===== src/rtl/hscd_pkg.sv =====
package hscd_pkg;
  localparam int unsigned PER_W = 6;
  typedef logic [2:0] div_sel_t;

  // output period in input-clock cycles (twice the divisor)
  function automatic logic [PER_W-1:0] period_of(input div_sel_t s);
    case (s)
      3'd0:    return 6'd3;
      3'd1:    return 6'd4;
      3'd2:    return 6'd5;
      3'd3:    return 6'd6;
      3'd4:    return 6'd8;
      3'd5:    return 6'd10;
      3'd6:    return 6'd16;
      default: return 6'd32;
    endcase
  endfunction

  // whole input cycles of the high phase driven by the rising-edge path
  function automatic logic [PER_W-1:0] rise_high_of(input logic [PER_W-1:0] p);
    return p >> 1;
  endfunction

  function automatic logic needs_half_of(input logic [PER_W-1:0] p);
    return p[0];
  endfunction
endpackage


===== src/rtl/hscd_cfg.sv =====
module hscd_cfg
  import hscd_pkg::*;
(
  input  logic             clk_i,
  input  logic             rst_i,
  input  div_sel_t         sel_i,
  output logic [PER_W-1:0] period_o,
  output logic [PER_W-1:0] hi_len_o,
  output logic             half_o
);
  div_sel_t sel_q;

  always_ff @(posedge clk_i) begin
    if (rst_i) sel_q <= sel_i;
  end

  assign period_o = period_of(sel_q);
  assign hi_len_o = rise_high_of(period_o);
  assign half_o   = needs_half_of(period_o);


  sel_frozen_chk: assert property (@(posedge clk_i) !rst_i |=> $stable(sel_q));
endmodule


===== src/rtl/hscd_lock.sv =====
module hscd_lock #(
  parameter int unsigned LOCK_CYCLES = 16
) (
  input  logic clk_i,
  input  logic rst_i,
  output logic locked_o
);
  localparam int unsigned LW = $clog2(LOCK_CYCLES + 1);
  localparam logic [LW-1:0] LAST = LW'(LOCK_CYCLES - 1);

  logic [LW-1:0] settle_q;
  logic          locked_q;

  always_ff @(posedge clk_i) begin
    if (rst_i) begin
      settle_q <= '0;
      locked_q <= 1'b0;
    end else if (!locked_q) begin
      if (settle_q == LAST) locked_q <= 1'b1;
      else                  settle_q <= settle_q + 1'b1;
    end
  end

  assign locked_o = locked_q;


  lock_clear_chk: assert property (@(posedge clk_i) rst_i |=> !locked_o);

  lock_after_count_chk: assert property (@(posedge clk_i) disable iff (rst_i)
    locked_o |-> settle_q == LAST);
endmodule


===== src/rtl/hscd_phase.sv =====
module hscd_phase
  import hscd_pkg::*;
(
  input  logic             clk_i,
  input  logic             rst_i,
  input  logic             run_i,
  input  logic [PER_W-1:0] period_i,
  input  logic [PER_W-1:0] hi_len_i,
  input  logic             half_i,
  output logic             clk_div_o
);
  logic [PER_W-1:0] cnt_q;
  logic             rise_q;
  logic             fall_q;
  logic             wrap;

  assign wrap = (cnt_q == period_i - 1'b1);

  always_ff @(posedge clk_i) begin
    if (rst_i || !run_i) begin
      cnt_q  <= '0;
      rise_q <= 1'b0;
    end else begin
      rise_q <= (cnt_q < hi_len_i);
      cnt_q  <= wrap ? '0 : cnt_q + 1'b1;
    end
  end

  // half-cycle stretch for odd periods
  always_ff @(negedge clk_i) begin
    if (rst_i) fall_q <= 1'b0;
    else       fall_q <= rise_q & half_i;
  end

  assign clk_div_o = rise_q | fall_q;


  cnt_range_chk: assert property (@(posedge clk_i) disable iff (rst_i)
    cnt_q < period_i);

  idle_low_chk: assert property (@(posedge clk_i) disable iff (rst_i)
    !run_i |=> !rise_q);

  stretch_odd_chk: assert property (@(posedge clk_i) disable iff (rst_i)
    fall_q |-> half_i);
endmodule


===== src/rtl/halfstep_clk_div.sv =====
module halfstep_clk_div #(
  parameter int unsigned LOCK_CYCLES = 16
) (
  input  logic       clk2x_i,
  input  logic       rst_i,
  input  logic [2:0] sel_i,
  output logic       clk_div_o,
  output logic       locked_o
);
  import hscd_pkg::*;

  logic [PER_W-1:0] period;
  logic [PER_W-1:0] hi_len;
  logic             half;
  logic             locked;

  hscd_cfg u_cfg (
    .clk_i   (clk2x_i),
    .rst_i   (rst_i),
    .sel_i   (sel_i),
    .period_o(period),
    .hi_len_o(hi_len),
    .half_o  (half)
  );

  hscd_lock #(.LOCK_CYCLES(LOCK_CYCLES)) u_lock (
    .clk_i   (clk2x_i),
    .rst_i   (rst_i),
    .locked_o(locked)
  );

  hscd_phase u_phase (
    .clk_i    (clk2x_i),
    .rst_i    (rst_i),
    .run_i    (locked),
    .period_i (period),
    .hi_len_i (hi_len),
    .half_i   (half),
    .clk_div_o(clk_div_o)
  );

  assign locked_o = locked;
endmodule


===== config.mk =====
export PLATFORM = sky130hd
export DESIGN_NAME = halfstep_clk_div
export DESIGN_NICKNAME = d
export VERILOG_FILES = /design/src/rtl/hscd_pkg.sv /design/src/rtl/hscd_cfg.sv /design/src/rtl/hscd_lock.sv /design/src/rtl/hscd_phase.sv /design/src/rtl/halfstep_clk_div.sv
export SDC_FILE = /design/constraint.sdc
export NUM_CORES = 1
export LEC_CHECK = 0
export BUFFER_PORTS_ARGS = -buffer_cell sky130_fd_sc_hd__buf_2
export CAP_MARGIN = 20
export CORE_AREA = 3 3 44 46
export DETAILED_ROUTE_END_ITERATION = 16
export DIE_AREA = 0 0 47 49
export GPL_TIMING_DRIVEN = 0
export PLACE_DENSITY = 0.84
export SLEW_MARGIN = 20
export SYNTH_ARGS = -nofsm -noshare
export SYNTH_HDL_FRONTEND = slang
export SYNTH_SLANG_ARGS = --single-unit

===== constraint.sdc =====
create_clock -name clk2x_i -period 4 [get_ports clk2x_i]
set_input_delay 0.4 -clock clk2x_i [delete_from_list [all_inputs] [get_ports clk2x_i]]
set_output_delay 0.4 -clock clk2x_i [all_outputs]
set_load 0.02 [all_outputs]

==> metrics.txt <==
number of inserted diodes 0; CTS Sinks 17; Area contributors post-synth dfxtp_1 30%, ha_1 11%, edfxtp_1 9.6%; Final #Nets around 120; 1st-iter DRT viols 6; Netlist Area Pre-Place 937 um2; I/O Pins 7; global-route wire length before repair 3110 um; CTS tree done; share of total power in the clock network 35.1%; vias per inst 5.79; Vias 700; Yosys top cell by area dfxtp_1; crit end category primary output; Post-Synthesis Cells 95; # DRC 0; layout cells sized above 1 18.1%; # port buffers 6; number of global-route vias before repair around 720; setup bufs post-CTS 0; die height 49 um; leakage 0.000401 uW; Reg clk slew, reported paths 0.09 ns; Slew @ Worst Pin around 0.46 ns; crit-path max cell delay 0.28 ns; status completed; antenna violations before repair 0; Resized Gates After CTS 0; Buf/Inv on CP 1; H-tree levels 1; Die Wd 47 um; Remaining Overflow, GRT 0; Std-Cell Core Area 1540 um2; clk_lat worst skew 0.35 ns; Pwr Total 363 uW; CTS buffer count 3; Combinational Power Share 14.5%; final non-filler cell total approximately 120; total length of routed wires approximately 1700 um; Worst Setup Path Type register to primary output; Fill cells 126; Post-synth EDFFs 3; Final Max Tran Viols 0; sequential share of power 50.5%; sw frac 24.4%; Syn Nets 108; # rows 14; hold buffer count at cts 0; hold crit path type input pin to register; Routed Antenna Nets 0; Main synth FF type dfxtp_1; maxcap violations 0; Max FO, Critical Path 1; Hold Vio Cnt, Final 0; Initial Util 60.8%; worst-path cell chain or2_2 -> buf_2; register area share after synthesis 39.5%; Pre-Repair DR Iteration Count 4; Async SR Flop Fraction 0%; Routed WL per cell 14.0 um; Power Density 353 nW/um2; syn_area_per_cell 9.86 um2; Clock Path Buffers 2; Syn-to-layout area delta 9.61%; FF+latch count, synth 17; final setup skew 0.0551 ns; critical path's slowest cell dfxtp_1; Max IR drop VDD 0.302 mV; warnings from Yosys 0; gp weighted congestion ~0.8; worst endpoint required time 3.60 ns; Yosys cell types 33; Root Buffer clkbuf_4; Placed Cells between 100 and 150; kind of cell adding the most delay to the critical path flip-flops; Slew HR 69.0%; Fin Setup TNS 0 ns; post-synth top area share 29.9%; critical path startpoint category register; Internal 274 uW; worst path arrival time slightly above 3 ns; die area roughly 2300 um2; RSZ-0062 raised after global routing no; final setup vio count 0; Net Sw Power ~89 uW; Total GRT Usage 18.6%; DPL Wire Length 1280 um; largest net degree at the start of global routing 11
-- area by class of cell --
cell class | instances | area, um2 | share of cell area (%)
flip-flops and latches | 17 | 370 | 36.1
multi-input cells | 72 | 534 | 52.0
well taps | 16 | 20.0 | 1.95
clock buffers | 3 | 22.5 | 2.19
plain buffers | 4 | 25.0 | 2.44
inverters | 1 | 3.75 | 0.365
repair buffers | 6 | 30.0 | 2.92
clock inverters | 2 | 21.3 | 2.07
-- metal layers --
layer  global-route usage, %  vias up  wire, um
li1                        -      357         -
met1                    24.5      318       770
met2                    27.6       20       789
met3                    4.80        5        92
met4                    8.29        0        38
met5                       0        -         0
-- cells in the mapped netlist (2+ instances only) --
cell type and n:
dfxtp_1 14, ha_1 8, nor2_1 8, a211oi_1 6
xnor2_1 6, xor2_1 6, nand2_1 5, nand3_1 4
a21oi_1 3, edfxtp_1 3, o21ai_0 3, buf_2 2
inv_1 2, nand2b_1 2, nand3b_1 2, nand4_1 2
o21a_1 2, or2_2 2
-- power by group through the flow --
stage               sequential [uW]  clock (uW)  combinational, uW
CTS                             183         128               52.4
finish                          183         127               52.4
detailed placement              187        3.13               51.9
global placement                186        3.13               49.8
global route                    184         138               58.7
floorplan                       186        3.13               41.8
-- through the flow --
step | area (um2) | hold WS [ns] | worst slack, ns | utilization [%]
floorplan | 937 | 0.471 | 0.916 | -
global placement | 987 | 0.486 | 0.859 | 64.0
detailed placement | 987 | 0.491 | 0.817 | 64.0
CTS | 1030 | 0.275 | 0.554 | 66.6
global route | 1030 | 0.255 | 0.522 | 66.6
finish | 1030 | 0.274 | 0.559 | 66.6
-- registers in the layout, indices dropped and copies added, names as in the netlist --
name / cells
u_phase.cnt_q: 6
u_lock.settle_q: 5
u_cfg.sel_q: 3
u_lock.locked_o: 1
u_phase.fall_q: 1
u_phase.rise_q: 1
-- worst paths after layout --
kind	to	slack (ns)	depth (start not counted)	from
max	clk_div_o	0.56	2	u_phase.fall_q$_SDFF_NP0_
max reg2reg	u_phase.fall_q$_SDFF_NP0_	0.86	3	u_cfg.sel_q[2]$_DFFE_PP_
min reg2reg	u_lock.settle_q[4]$_SDFFE_PP0P_	0.50	2	u_lock.settle_q[4]$_SDFFE_PP0P_
min	u_cfg.sel_q[1]$_DFFE_PP_	0.27	1	sel_i[1]
-- placed cells by master, fill, tap and decap left out --
cell type	netlist	final
o31ai_1	1	1
and2_1	1	1
nand2b_1	2	2
dfxtp_1	14	14
inv_1	2	2
a211oi_1	6	6
buf_2	2	8
nor3b_1	1	1
nor2_1	8	8
xnor2_1	6	6
xnor2_2	1	1
o21a_1	2	2
a211o_1	1	1
and3_1	1	1
clkbuf_4	0	3
a21oi_1	3	3
o21ai_0	3	3
nand3b_1	2	2
nand4_1	2	2
or3_1	1	1
or2_2	2	2
edfxtp_1	3	3
bufinv_8	0	1
o21bai_1	1	1
buf_6	1	1
xor2_1	6	6
nor2b_1	1	1
nand3_1	4	4
o22a_1	1	1
nand2_1	5	5
or4b_4	1	1
o211ai_2	1	1
ha_1	8	8
nor3_2	1	1
clkbuf_1	1	1
-- cell families (layout without fill, tap and decap cells) --
kind of cell / Yosys count / in the layout / synth area share (%)
AO/OA/AOI/OAI: 19 / 19 / 14.4
AND/OR/NAND/NOR: 32 / 32 / 19.0
adder cells (fa/ha/maj): 8 / 8 / 10.7
XOR/XNOR: 13 / 13 / 13.0
buffers and inverters: 6 / 16 / 3.47
flip-flops: 17 / 17 / 39.5
Power figures use the tool's default switching activity.
